### src/rtl/ccr_pkg.sv
package ccr_pkg;
  typedef enum logic [2:0] {
    ST_NONE    = 3'd0,
    ST_SOLVED  = 3'd1,
    ST_NOCOVER = 3'd2,
    ST_PRUNED  = 3'd3,
    ST_FORCED  = 3'd4,
    ST_BRANCH  = 3'd5
  } ccr_status_e;

  typedef enum logic [3:0] {
    S_IDLE, S_TAKE, S_CNT, S_RI, S_RJ, S_CI, S_CJ, S_EVAL, S_SEL
  } ccr_state_e;
endpackage

### src/rtl/ccr_cnt_file.sv
module ccr_cnt_file #(
  parameter int NR  = 8,
  parameter int NC  = 8,
  parameter int RIW = 3,
  parameter int CNW = 4
) (
  input  logic              clk,
  input  logic              rst,
  input  logic              ld_en,
  input  logic [RIW-1:0]    ld_idx,
  input  logic [NC-1:0]     ld_bits,
  input  logic              ld_zero,
  input  logic [NR-1:0]     clr,
  input  logic [NR-1:0]     dec,
  output logic [NR*CNW-1:0] cnt_flat
);
  logic [CNW-1:0] ones;

  always_comb begin
    ones = '0;
    for (int c = 0; c < NC; c++) ones = ones + CNW'(ld_bits[c]);
  end

  for (genvar r = 0; r < NR; r++) begin : g_row
    always_ff @(posedge clk) begin
      if (rst || clr[r])
        cnt_flat[r*CNW +: CNW] <= '0;
      else if (ld_en && ld_idx == RIW'(r))
        cnt_flat[r*CNW +: CNW] <= ld_zero ? '0 : ones;
      else if (dec[r])
        cnt_flat[r*CNW +: CNW] <= cnt_flat[r*CNW +: CNW] - 1'b1;
    end
  end
endmodule

### src/rtl/ccr_row_pick.sv
module ccr_row_pick #(
  parameter int NR  = 8,
  parameter int RIW = 3,
  parameter int CNW = 4
) (
  input  logic [NR*CNW-1:0] cnt_flat,
  input  logic [NR-1:0]     live,
  output logic              any_live,
  output logic              any_empty,
  output logic [RIW-1:0]    pick_idx,
  output logic [CNW-1:0]    pick_cnt
);
  logic [CNW-1:0] c;

  always_comb begin
    any_live  = 1'b0;
    any_empty = 1'b0;
    pick_idx  = '0;
    pick_cnt  = '1;
    c         = '0;
    for (int r = 0; r < NR; r++) begin
      c = cnt_flat[r*CNW +: CNW];
      if (live[r]) begin
        if (c == '0) any_empty = 1'b1;
        if (!any_live || c < pick_cnt) begin
          pick_cnt = c;
          pick_idx = RIW'(r);
        end
        any_live = 1'b1;
      end
    end
  end
endmodule

### src/rtl/ccr_first_one.sv
module ccr_first_one #(
  parameter int W  = 8,
  parameter int IW = 3
) (
  input  logic [W-1:0]  vec,
  output logic [IW-1:0] idx
);
  always_comb begin
    idx = '0;
    for (int i = W - 1; i >= 0; i--)
      if (vec[i]) idx = IW'(i);
  end
endmodule

### src/rtl/ccr_engine.sv
module ccr_engine
  import ccr_pkg::*;
#(
  parameter  int NR  = 8,
  parameter  int NC  = 8,
  localparam int RIW = (NR > 1) ? $clog2(NR) : 1,
  localparam int CIW = (NC > 1) ? $clog2(NC) : 1,
  localparam int CNW = $clog2(NC + 1),
  localparam int SZW = $clog2(NC + 2)
) (
  input  logic           clk,
  input  logic           rst,
  input  logic           start,
  input  logic           take_en,
  input  logic [CIW-1:0] take_col,
  input  logic [NR-1:0]  row_mask_in,
  input  logic [NC-1:0]  col_mask_in,
  input  logic [SZW-1:0] cover_size,
  input  logic [SZW-1:0] best_size,
  input  logic           best_valid,
  output logic [RIW-1:0] row_addr,
  input  logic [NC-1:0]  row_rdata,
  output logic [CIW-1:0] col_addr,
  input  logic [NR-1:0]  col_rdata,
  output logic           busy,
  output logic           done,
  output logic [2:0]     status,
  output logic [RIW-1:0] sel_row,
  output logic [CIW-1:0] sel_col,
  output logic [CNW-1:0] sel_count,
  output logic [NR-1:0]  row_mask,
  output logic [NC-1:0]  col_mask
);
  ccr_state_e     st;
  ccr_status_e    res;
  logic [1:0]     ph;
  logic [RIW-1:0] ri, rj;
  logic [CIW-1:0] ci, cj, take_q;
  logic [NC-1:0]  hold_r;
  logic [NR-1:0]  hold_c;
  logic           changed, best_v_q;
  logic [SZW-1:0] cover_q, best_q;

  logic [NR*CNW-1:0] cnt_flat;
  logic [NR-1:0]     clr_v, dec_v;
  logic              ld_en, any_live, any_empty, prune;
  logic [RIW-1:0]    pick_idx;
  logic [CNW-1:0]    pick_cnt;
  logic [CIW-1:0]    first_col;
  logic              row_sub, col_sub, col_zero, ri_last, rj_last, ci_last, cj_last;

  assign status   = res;
  assign ri_last  = (ri == RIW'(NR - 1));
  assign rj_last  = (rj == RIW'(NR - 1));
  assign ci_last  = (ci == CIW'(NC - 1));
  assign cj_last  = (cj == CIW'(NC - 1));
  assign row_sub  = ((hold_r & row_rdata & ~col_mask) == (row_rdata & ~col_mask));
  assign col_sub  = ((hold_c & col_rdata & ~row_mask) == (hold_c & ~row_mask));
  assign col_zero = ((col_rdata & ~row_mask) == '0);
  assign prune    = best_v_q && ({1'b0, cover_q} + 1'b1 >= {1'b0, best_q});

  always_comb begin
    ld_en = (st == S_CNT) && (ph == 2'd2);
    clr_v = '0;
    dec_v = '0;
    if (st == S_RJ && ph == 2'd2 && row_sub) clr_v[ri] = 1'b1;
    if (st == S_CJ && ph == 2'd2 && col_sub) dec_v = hold_c & ~row_mask;
  end

  ccr_cnt_file #(.NR(NR), .NC(NC), .RIW(RIW), .CNW(CNW)) u_cnt (
    .clk(clk), .rst(rst), .ld_en(ld_en), .ld_idx(ri),
    .ld_bits(row_rdata & ~col_mask), .ld_zero(row_mask[ri]),
    .clr(clr_v), .dec(dec_v), .cnt_flat(cnt_flat));

  ccr_row_pick #(.NR(NR), .RIW(RIW), .CNW(CNW)) u_pick (
    .cnt_flat(cnt_flat), .live(~row_mask), .any_live(any_live),
    .any_empty(any_empty), .pick_idx(pick_idx), .pick_cnt(pick_cnt));

  ccr_first_one #(.W(NC), .IW(CIW)) u_first (
    .vec(row_rdata & ~col_mask), .idx(first_col));

  always_ff @(posedge clk) begin
    if (rst) begin
      st <= S_IDLE; res <= ST_NONE; ph <= '0; busy <= 1'b0; done <= 1'b0;
      ri <= '0; rj <= '0; ci <= '0; cj <= '0; take_q <= '0;
      hold_r <= '0; hold_c <= '0; changed <= 1'b0;
      best_v_q <= 1'b0; cover_q <= '0; best_q <= '0;
      row_addr <= '0; col_addr <= '0; sel_row <= '0; sel_col <= '0; sel_count <= '0;
      row_mask <= '0; col_mask <= '0;
    end else begin
      done <= 1'b0;
      unique case (st)
        S_IDLE: if (start) begin
          row_mask <= row_mask_in; col_mask <= col_mask_in;
          cover_q <= cover_size; best_q <= best_size; best_v_q <= best_valid;
          take_q <= take_col; res <= ST_NONE; busy <= 1'b1;
          ri <= '0; ph <= '0; st <= take_en ? S_TAKE : S_CNT;
        end
        S_TAKE:
          if (ph == 2'd0) begin col_addr <= take_q; ph <= 2'd1; end
          else if (ph == 2'd1) ph <= 2'd2;
          else begin
            row_mask <= row_mask | col_rdata;
            col_mask[take_q] <= 1'b1;
            ph <= '0; st <= S_CNT;
          end
        S_CNT:
          if (ph == 2'd0) begin row_addr <= ri; ph <= 2'd1; end
          else if (ph == 2'd1) ph <= 2'd2;
          else begin
            ph <= '0;
            if (ri_last) begin ri <= '0; changed <= 1'b0; st <= S_RI; end
            else ri <= ri + 1'b1;
          end
        S_RI:
          if (ph == 2'd0) begin
            if (row_mask[ri]) begin
              if (ri_last) begin ci <= '0; st <= S_CI; end else ri <= ri + 1'b1;
            end else begin row_addr <= ri; ph <= 2'd1; end
          end else if (ph == 2'd1) ph <= 2'd2;
          else begin hold_r <= row_rdata; rj <= '0; ph <= '0; st <= S_RJ; end
        S_RJ:
          if (ph == 2'd0) begin
            if (rj == ri || row_mask[rj]) begin
              if (!rj_last) rj <= rj + 1'b1;
              else if (ri_last) begin ci <= '0; st <= S_CI; end
              else begin ri <= ri + 1'b1; st <= S_RI; end
            end else begin row_addr <= rj; ph <= 2'd1; end
          end else if (ph == 2'd1) ph <= 2'd2;
          else begin
            ph <= '0;
            if (row_sub) begin row_mask[ri] <= 1'b1; changed <= 1'b1; end
            if (!row_sub && !rj_last) rj <= rj + 1'b1;
            else if (ri_last) begin ci <= '0; st <= S_CI; end
            else begin ri <= ri + 1'b1; st <= S_RI; end
          end
        S_CI:
          if (ph == 2'd0) begin
            if (col_mask[ci]) begin
              if (!ci_last) ci <= ci + 1'b1;
              else if (changed) begin changed <= 1'b0; ri <= '0; st <= S_RI; end
              else st <= S_EVAL;
            end else begin col_addr <= ci; ph <= 2'd1; end
          end else if (ph == 2'd1) ph <= 2'd2;
          else begin
            ph <= '0;
            if (col_zero) begin
              col_mask[ci] <= 1'b1; changed <= 1'b1;
              if (!ci_last) ci <= ci + 1'b1;
              else begin changed <= 1'b0; ri <= '0; st <= S_RI; end
            end else begin hold_c <= col_rdata; cj <= '0; st <= S_CJ; end
          end
        S_CJ:
          if (ph == 2'd0) begin
            if (cj == ci || col_mask[cj]) begin
              if (!cj_last) cj <= cj + 1'b1;
              else if (!ci_last) begin ci <= ci + 1'b1; st <= S_CI; end
              else if (changed) begin changed <= 1'b0; ri <= '0; st <= S_RI; end
              else st <= S_EVAL;
            end else begin col_addr <= cj; ph <= 2'd1; end
          end else if (ph == 2'd1) ph <= 2'd2;
          else begin
            ph <= '0;
            if (col_sub) col_mask[ci] <= 1'b1;
            if (!col_sub && !cj_last) cj <= cj + 1'b1;
            else if (!ci_last) begin
              ci <= ci + 1'b1; st <= S_CI;
              if (col_sub) changed <= 1'b1;
            end else if (changed || col_sub) begin changed <= 1'b0; ri <= '0; st <= S_RI; end
            else st <= S_EVAL;
          end
        S_EVAL:
          if (!any_live || any_empty || prune) begin
            res <= !any_live ? ST_SOLVED : (any_empty ? ST_NOCOVER : ST_PRUNED);
            busy <= 1'b0; done <= 1'b1; st <= S_IDLE;
          end else begin
            sel_row <= pick_idx; sel_count <= pick_cnt; row_addr <= pick_idx;
            ph <= 2'd1; st <= S_SEL;
          end
        S_SEL:
          if (ph == 2'd1) ph <= 2'd2;
          else begin
            sel_col <= first_col;
            res <= (sel_count == CNW'(1)) ? ST_FORCED : ST_BRANCH;
            ph <= '0; busy <= 1'b0; done <= 1'b1; st <= S_IDLE;
          end
        default: st <= S_IDLE;
      endcase
    end
  end
endmodule

### config.mk
export PLATFORM = sky130hd
export DESIGN_NAME = ccr_engine
export DESIGN_NICKNAME = d
export VERILOG_FILES = /design/src/rtl/ccr_pkg.sv /design/src/rtl/ccr_cnt_file.sv /design/src/rtl/ccr_row_pick.sv /design/src/rtl/ccr_first_one.sv /design/src/rtl/ccr_engine.sv
export SDC_FILE = /design/constraint.sdc
export NUM_CORES = 1
export LEC_CHECK = 0
export BUFFER_PORTS_ARGS = -buffer_cell sky130_fd_sc_hd__clkbuf_2
export CAP_MARGIN = 20
export CORE_MARGIN = 5
export CORE_UTILIZATION = 60
export DETAILED_ROUTE_END_ITERATION = 8
export MAX_ROUTING_LAYER = met4
export PLACE_DENSITY = 0.82
export SYNTH_ARGS = -nofsm -noshare
export SYNTH_HDL_FRONTEND = slang
export SYNTH_SLANG_ARGS = --single-unit
export TNS_END_PERCENT = 10
### constraint.sdc
create_clock -name clk -period 13.3 [get_ports clk]
set_input_delay 0.665 -clock clk [delete_from_list [all_inputs] [get_ports clk]]
set_output_delay 0.665 -clock clk [all_outputs]
set_load 0.02 [all_outputs]
==> results.sh, run 1 <==
export IMPL_status="finished, final reports clean"
export IMPL_crit_path_top_delay_cell="dfxtp_1"
export IMPL_syn_instance_count=1174
export IMPL_antenna_found_initial=0
export IMPL_crit_path_end_kind="flip-flop"
export IMPL_gp_congestion=0.992
export IMPL_stdcell_area_mm2=0.00974
export IMPL_hold_viol=0
export IMPL_fin_crit_sh_pct=90.9
export IMPL_ant_nets=0
export IMPL_initial_core_util_pct=60.3
export IMPL_leakage_nw=3.85
export IMPL_placed_area_mm2=0.00910
export IMPL_grt_start_max_net_pins=95
export IMPL_h_tree_depth=4
export IMPL_syn_avg_cell_area_um2=7.38
export IMPL_clock_sinks=116
export IMPL_clock_fmax_mhz=82.8
export IMPL_dr_pass1_iters=5
export IMPL_via_count=9158
export IMPL_setup_worst_path_start_class="flip-flop"
export IMPL_hp_class="reg -> reg"
export IMPL_skew_ns=0.00658
export IMPL_hpwlAfterDp_mm=18.7
export IMPL_holdPathStages=2
export IMPL_seqPwrFrac_pct=18.5
export IMPL_critPathKind="reg -> reg"
export IMPL_clock_power_share_pct=17.8
export IMPL_slew_headroom_pct=31.7
export IMPL_cts_root_buffer="clkbuf_16"
export IMPL_wl_met3_mm=1.85
export IMPL_boundaryPins=85
export IMPL_async_reset_ff_share_pct=0
export IMPL_synth_most_common_cell="nor2_1"
export IMPL_power_total_mw=2.76
export IMPL_first_iter_violations=833
export IMPL_synth_edf_count=0
export IMPL_worstPathRequired_ns=13.64
export IMPL_setup_viol=0
export IMPL_antenna_cells=0
export IMPL_track_usage_pct=31.7
export IMPL_p_comb_share_pct=63.7
export IMPL_tns_ns=0
export IMPL_layout_nets=1310
export IMPL_synthTopCellsByArea="dfxtp_1 27%, nor2_1 7.2%, nand2_1 5.7%"
export IMPL_ys_seq_elements=116
export IMPL_tritoncts="built"
export IMPL_postCtsSetupBuffers=0
export IMPL_synthTopCellsByCount="166 x nor2_1, 132 x nand2_1, 116 x dfxtp_1"
export IMPL_dr_wl_met2_mm=12.1
export IMPL_grt_pass1_wl_mm=41.8
export IMPL_yosys_warnings=0
export IMPL_die_y_um=130
export IMPL_gr_total_overflow=0
export IMPL_design_core_area_mm2=0.0144
export IMPL_synthFlopType="dfxtp_1"
export IMPL_worst_pin_slew_ns=1.02
export IMPL_viasPerCell=6.47
export IMPL_hold_buffers=0
export IMPL_synth_top_area_cell="dfxtp_1"
export IMPL_worstRegToRegCells=52
export IMPL_cts_resized=0
export IMPL_syn_nets=1265
export IMPL_drive_above_1_share_pct=14.0
export IMPL_dr_max_layer_used="met4"
export IMPL_syn_to_final_growth_pct=12.4
export IMPL_clock_path_buffers=2
export IMPL_intPower_mw=1.38
export IMPL_clock_latency_ns=0.43
export IMPL_rows=44
export IMPL_power_density_mw_per_mm2=283
export IMPL_synth_distinct_cells=100
export IMPL_rsz0062_at_grt="false"
export IMPL_cap_violations=0
export IMPL_cp_common_cell="ha_1"
export IMPL_wl_mm=25.7
export IMPL_cts_clk_slew_worst_paths_ns=0.05
export IMPL_finalCriticalPeriod_ns=12.08
export IMPL_synth_top_area_share_pct=26.8
export IMPL_die_w_um=130
export IMPL_cp_arrival_ns=12.42
export IMPL_wl_per_cell_um=18.2
export IMPL_ir_worst_vdd_mv=0.268
export IMPL_die_area_mm2=0.0169
export IMPL_drc=0
export IMPL_cp_slowest_stage_delay_ns=0.80
export IMPL_numCtsBuffers=17
export IMPL_synth_seq_area_share_pct=26.8
export IMPL_switching_share_pct=50.0
export IMPL_slew_viol_final=0
export IMPL_port_buffers=84
export IMPL_drt_met1_wl_mm=10.6
export IMPL_synth_area_mm2=0.00866
export IMPL_switchingPower_mw=1.38
export IMPL_grt_pass1_vias=8540
export IMPL_cp_max_fo=21
==> per-stage QoR <==
stage,setup WS [ns],hold WS (ns),std cells,utilization (%)
after CTS,1.40,0.449,1414,67.7
final,1.22,0.453,1416,67.8
after floorplan,2.73,0.431,1174,-
after detailed placement,1.46,0.445,1382,63.3
after global routing,0.582,0.452,1416,67.8
after global placement,1.93,0.442,1382,63.3
==> final cells by class <==
class | count | area (um2)
clock buffer | 23 | 478
clock inverter | 9 | 150
tap | 184 | 230
sequential | 116 | 2320
timing repair buffer | 92 | 478
inverter | 63 | 236
multi-input combinational | 929 | 5850
fill | 1238 | 4630
==> cells by family (layout without fill, tap and decap cells) <==
logic type	Yosys count	after routing	share of synthesized area, %
XOR/XNOR	21	21	2.12
adder cells (fa/ha/maj)	46	46	6.92
multiplexers	31	31	4.72
buffers and inverters	129	187	5.78
flip-flops	116	116	26.8
AND/OR/NAND/NOR	494	494	27.2
AO/OA/AOI/OAI	337	337	26.5
==> power by group through the flow <==
stage                     sequential (mW)  combinational (mW)  clock [mW]
after CTS                           0.505                1.72       0.491
after global placement              0.509                1.66           0
final                               0.510                1.76       0.490
after detailed placement            0.512                1.70           0
after floorplan                     0.485                1.31           0
after global routing                0.519                1.91       0.509
==> flip-flops by register name, indices dropped and copies added, names as in the netlist, 4 cells and up <==
signal and cells:
u_cnt.cnt_flat 32, col_mask 8, hold_c 8, hold_r 8
row_mask 8, best_q 4, cover_q 4, sel_count 4
st 4
==> critical path, delay by kind of cell, from the launching register on <==
family	cells	cell delay, ns
AO/OA/AOI/OAI	25	5.47
adder cells (fa/ha/maj)	7	2.29
buffers and inverters	5	0.37
flip-flops	1	0.80
multiplexers	2	0.69
AND/OR/NAND/NOR	13	2.42
==> worst paths after layout <==
kind	end	from	slack, ns
worst max-delay path	sel_row[2]$_SDFFE_PP0P_	row_mask[0]$_SDFFE_PP0P_	1.22
worst min-delay path	best_q[2]$_SDFFE_PP0P_	best_q[2]$_SDFFE_PP0P_	0.45
worst max register to register	sel_row[2]$_SDFFE_PP0P_	row_mask[0]$_SDFFE_PP0P_	1.22
worst min register to register	best_q[2]$_SDFFE_PP0P_	best_q[2]$_SDFFE_PP0P_	0.45
==> placed cells by master, fill, tap and decap left out, drive strengths merged, types with 15 or more instances in the layout <==
master  instances
a211oi         20
a21oi          94
a31oi          16
clkbuf        108
dfxtp         116
ha             39
inv            63
mux2i          15
nand2         132
nand2b         33
nand3          33
nor2          167
nor3           47
o21ai          66
o22ai          22
==> per-layer routing <==
| metal | GRT usage (%) | vias to the layer above |
|---|---|---|
| met5 | - | - |
| met1 | 37.8 | 4285 |
| li1 | - | 4365 |
| met3 | 6.14 | 103 |
| met2 | 50.7 | 405 |
| met4 | 16.3 | 0 |
Power figures use the tool's default switching activity.
==> run 2, diff against run 1 <==
--- a/config.mk
+++ b/config.mk
@@ -11,8 +11,9 @@
 export CORE_UTILIZATION = 60
 export DETAILED_ROUTE_END_ITERATION = 8
 export MAX_ROUTING_LAYER = met4
-export PLACE_DENSITY = 0.82
+export PLACE_DENSITY = 0.81
 export SYNTH_ARGS = -nofsm -noshare
 export SYNTH_HDL_FRONTEND = slang
+export SYNTH_HIERARCHICAL = 1
 export SYNTH_SLANG_ARGS = --single-unit
 export TNS_END_PERCENT = 10
==> run 2 against run 1 <==
  * Global-route usage fell by 0.16 points
  * Largest power group unchanged
  * Total power decreased by 20%
  * Combinational power shrank 25%
  * Utilization decreased by 0.35 points
  * Sequential power down 11%
  * Critical endpoint is now row_addr[2]$_SDFFE_PP0P_
  * Clock skew rose by 0.0049 ns
  * Highest routed layer unchanged
  * Maximum frequency grew 0.59%
  * Clock power shrank 10%
  * Flip-flop and latch count stayed put
  * Final cell count is 5.2% higher
==> results.sh, run 2 <==
export IMPL_status="finished, final reports clean"
export IMPL_crit_path_top_delay_cell="a211oi_2"
export IMPL_nFillCells=1342
export IMPL_clock_sinks=116
export IMPL_initial_core_util_pct=60.7
export IMPL_track_usage_pct=31.5
export IMPL_die_y_um=136
export IMPL_hold_start="col_addr[1]$_SDFFE_PP0P_"
export IMPL_skew_ns=0.0115
export IMPL_hpwlAfterDp_mm=20.7
export IMPL_tritoncts="built"
export IMPL_syn_nets=1297
export IMPL_hold_buffers=0
export IMPL_cts_resized=0
export IMPL_die_area_mm2=0.0185
export IMPL_antenna_cells=0
export IMPL_hp_class="reg -> reg"
export IMPL_fin_crit_sh_pct=90.3
export IMPL_slew_headroom_pct=34.0
export IMPL_h_tree_depth=4
export IMPL_finalCriticalPeriod_ns=12.01
export IMPL_worstRegToRegCells=55
export IMPL_synth_area_mm2=0.00954
export IMPL_ir_worst_vdd_mv=0.109
export IMPL_drive_above_1_share_pct=15.5
export IMPL_fin_hold_ws_ns=0.451
export IMPL_cts_root_buffer="clkbuf_16"
export IMPL_clock_path_buffers=2
export IMPL_die_w_um=136
export IMPL_cap_violations=0
export IMPL_worstPathRequired_ns=13.57
export IMPL_rows=46
export IMPL_reg2reg_to="row_addr[2]$_SDFFE_PP0P_"
export IMPL_cp_common_cell="ha_1"
export IMPL_slew_viol_final=0
export IMPL_drc=0
export IMPL_layout_nets=1346
export IMPL_synth_distinct_cells=114
export IMPL_wl_per_cell_um=19.0
export IMPL_via_count=9495
export IMPL_wl_mm=28.3
export IMPL_viasPerCell=6.38
export IMPL_synthFlopType="dfxtp_1"
export IMPL_synthTopCellsByArea="dfxtp_1 24%, mux2i_1 5.5%, nor2_1 5.4%"
export IMPL_async_reset_ff_share_pct=0
export IMPL_antenna_found_initial=0
export IMPL_tns_ns=0
export IMPL_regArea_mm2=0.00232
export IMPL_ys_seq_elements=116
export IMPL_r2r_start="row_mask[0]$_SDFFE_PP0P_"
export IMPL_cts_clk_slew_worst_paths_ns=0.06
export IMPL_final_common_cell="nor2_1"
export IMPL_dp_cells=1457
export IMPL_critPathKind="reg -> reg"
export IMPL_clock_fmax_mhz=83.2
export IMPL_setup_worst_path_start_class="flip-flop"
export IMPL_cp_slowest_stage_delay_ns=0.72
export IMPL_hold_viol=0
export IMPL_gr_total_overflow=0
export IMPL_syn_to_final_growth_pct=11.1
export IMPL_worst_pin_slew_ns=0.989
export IMPL_syn_avg_cell_area_um2=7.87
export IMPL_synthTopCellsByCount="137 x nor2_1, 119 x nand2_1, 116 x dfxtp_1"
export IMPL_design_core_area_mm2=0.0157
export IMPL_synth_top_area_share_pct=24.4
export IMPL_largest_reg_flops=32
export IMPL_grt_pass1_vias=8989
export IMPL_first_iter_violations=929
export IMPL_grt_pass1_wl_mm=46.0
export IMPL_setup_viol=0
export IMPL_power_total_mw=2.21
export IMPL_synth_most_common_cell="nor2_1"
export IMPL_ant_nets=0
export IMPL_grt_start_max_net_pins=67
export IMPL_numCtsBuffers=17
export IMPL_syn_instance_count=1211
export IMPL_dr_pass1_iters=6
export IMPL_power_density_mw_per_mm2=208
export IMPL_yosys_warnings=6
export IMPL_cp_max_fo=12
export IMPL_hold_path_end="col_addr[1]$_SDFFE_PP0P_"
export IMPL_synth_edf_count=0
export IMPL_final_cell_mix="137 x nor2_1, 119 x nand2_1, 116 x dfxtp_1"
export IMPL_boundaryPins=85
export IMPL_leakage_nw=4.05
export IMPL_synth_top_area_cell="dfxtp_1"
export IMPL_synth_seq_area_share_pct=24.4
export IMPL_gp_congestion=0.957
export IMPL_r2r_setup_slack_ns=1.29
export IMPL_holdPathStages=2
export IMPL_clock_latency_ns=0.42
export IMPL_crit_path_end_kind="flip-flop"
export IMPL_port_buffers=84
export IMPL_layout_cells_non_filler=1489
export IMPL_largest_register="u_cnt/cnt_flat"
export IMPL_postCtsSetupBuffers=0
export IMPL_rsz0062_at_grt="false"
export IMPL_multi_input_area_mm2=0.00665
export IMPL_cp_arrival_ns=12.28
==> run 2: cell type report <==
class                   count  share of cell area [%]
multi-input cells         954                    62.7
flip-flops and latches    116                    21.9
repair buffers             96                    4.84
clock buffers              21                    4.34
inverters                  75                    2.66
well taps                 216                    2.55
clock inverters            11                   0.968
==> run 2: logic make-up after synthesis <==
kind of cell | synth area share (%)
adders and majority gates | 5.42
xor gates and xnor gates | 3.20
and+or+nand+nor | 27.0
AOI/OAI and AO/OA | 26.7
muxes | 7.39
buffers and inverters | 6.00
DFF | 24.4
==> run 2: critical path, delay by kind of cell, from the launching register on <==
family | cells | cell delay [ns]
AOI/OAI and AO/OA | 23 | 5.40
adders and majority gates | 7 | 1.98
buffers and inverters | 6 | 0.57
DFF | 1 | 0.40
muxes | 7 | 1.78
and+or+nand+nor | 12 | 1.76
==> run 2: worst max path at each step <==
| stage | start | end | slack [ns] | depth (start not counted) |
|---|---|---|---|---|
| 4_1_cts | row_mask[0]$_SDFFE_PP0P_ | row_addr[2]$_SDFFE_PP0P_ | 1.47 | 55 |
| 3_3_place_gp | row_mask[0]$_SDFFE_PP0P_ | row_addr[1]$_SDFFE_PP0P_ | 2.08 | 55 |
| 6_report | row_mask[0]$_SDFFE_PP0P_ | row_addr[2]$_SDFFE_PP0P_ | 1.29 | 55 |
| 3_5_place_dp | row_mask[0]$_SDFFE_PP0P_ | row_addr[1]$_SDFFE_PP0P_ | 1.55 | 55 |
| 2_1_floorplan | row_mask[0]$_SDFFE_PP0P_ | row_addr[2]$_SDFFE_PP0P_ | 3.37 | 60 |
| 5_1_grt | row_mask[0]$_SDFFE_PP0P_ | row_addr[1]$_SDFFE_PP0P_ | 0.21 | 55 |
==> run 2: metrics by stage <==
step	setup slack (ns)	util, %	cell area, um2
after CTS	1.47	67.4	10600
final	1.29	67.4	10600
after floorplan	3.37	-	9540
after global routing	0.208	67.4	10600
after detailed placement	1.55	63.9	10000
after global placement	2.08	63.9	10000
==> run 2: where the power goes <==
group	switching, mW	total, mW	internal, mW
Sequential	0.0654	0.452	0.386
Clock	0.173	0.440	0.267
Combinational	0.852	1.32	0.463
==> run 2: layer usage <==
layer	up-vias	global-route usage (%)	wire [um]
met2	379	53.1	14000
met4	0	12.7	1010
met5	-	-	0
li1	4544	-	-
met3	84	3.63	1580
met1	4488	38.5	11700
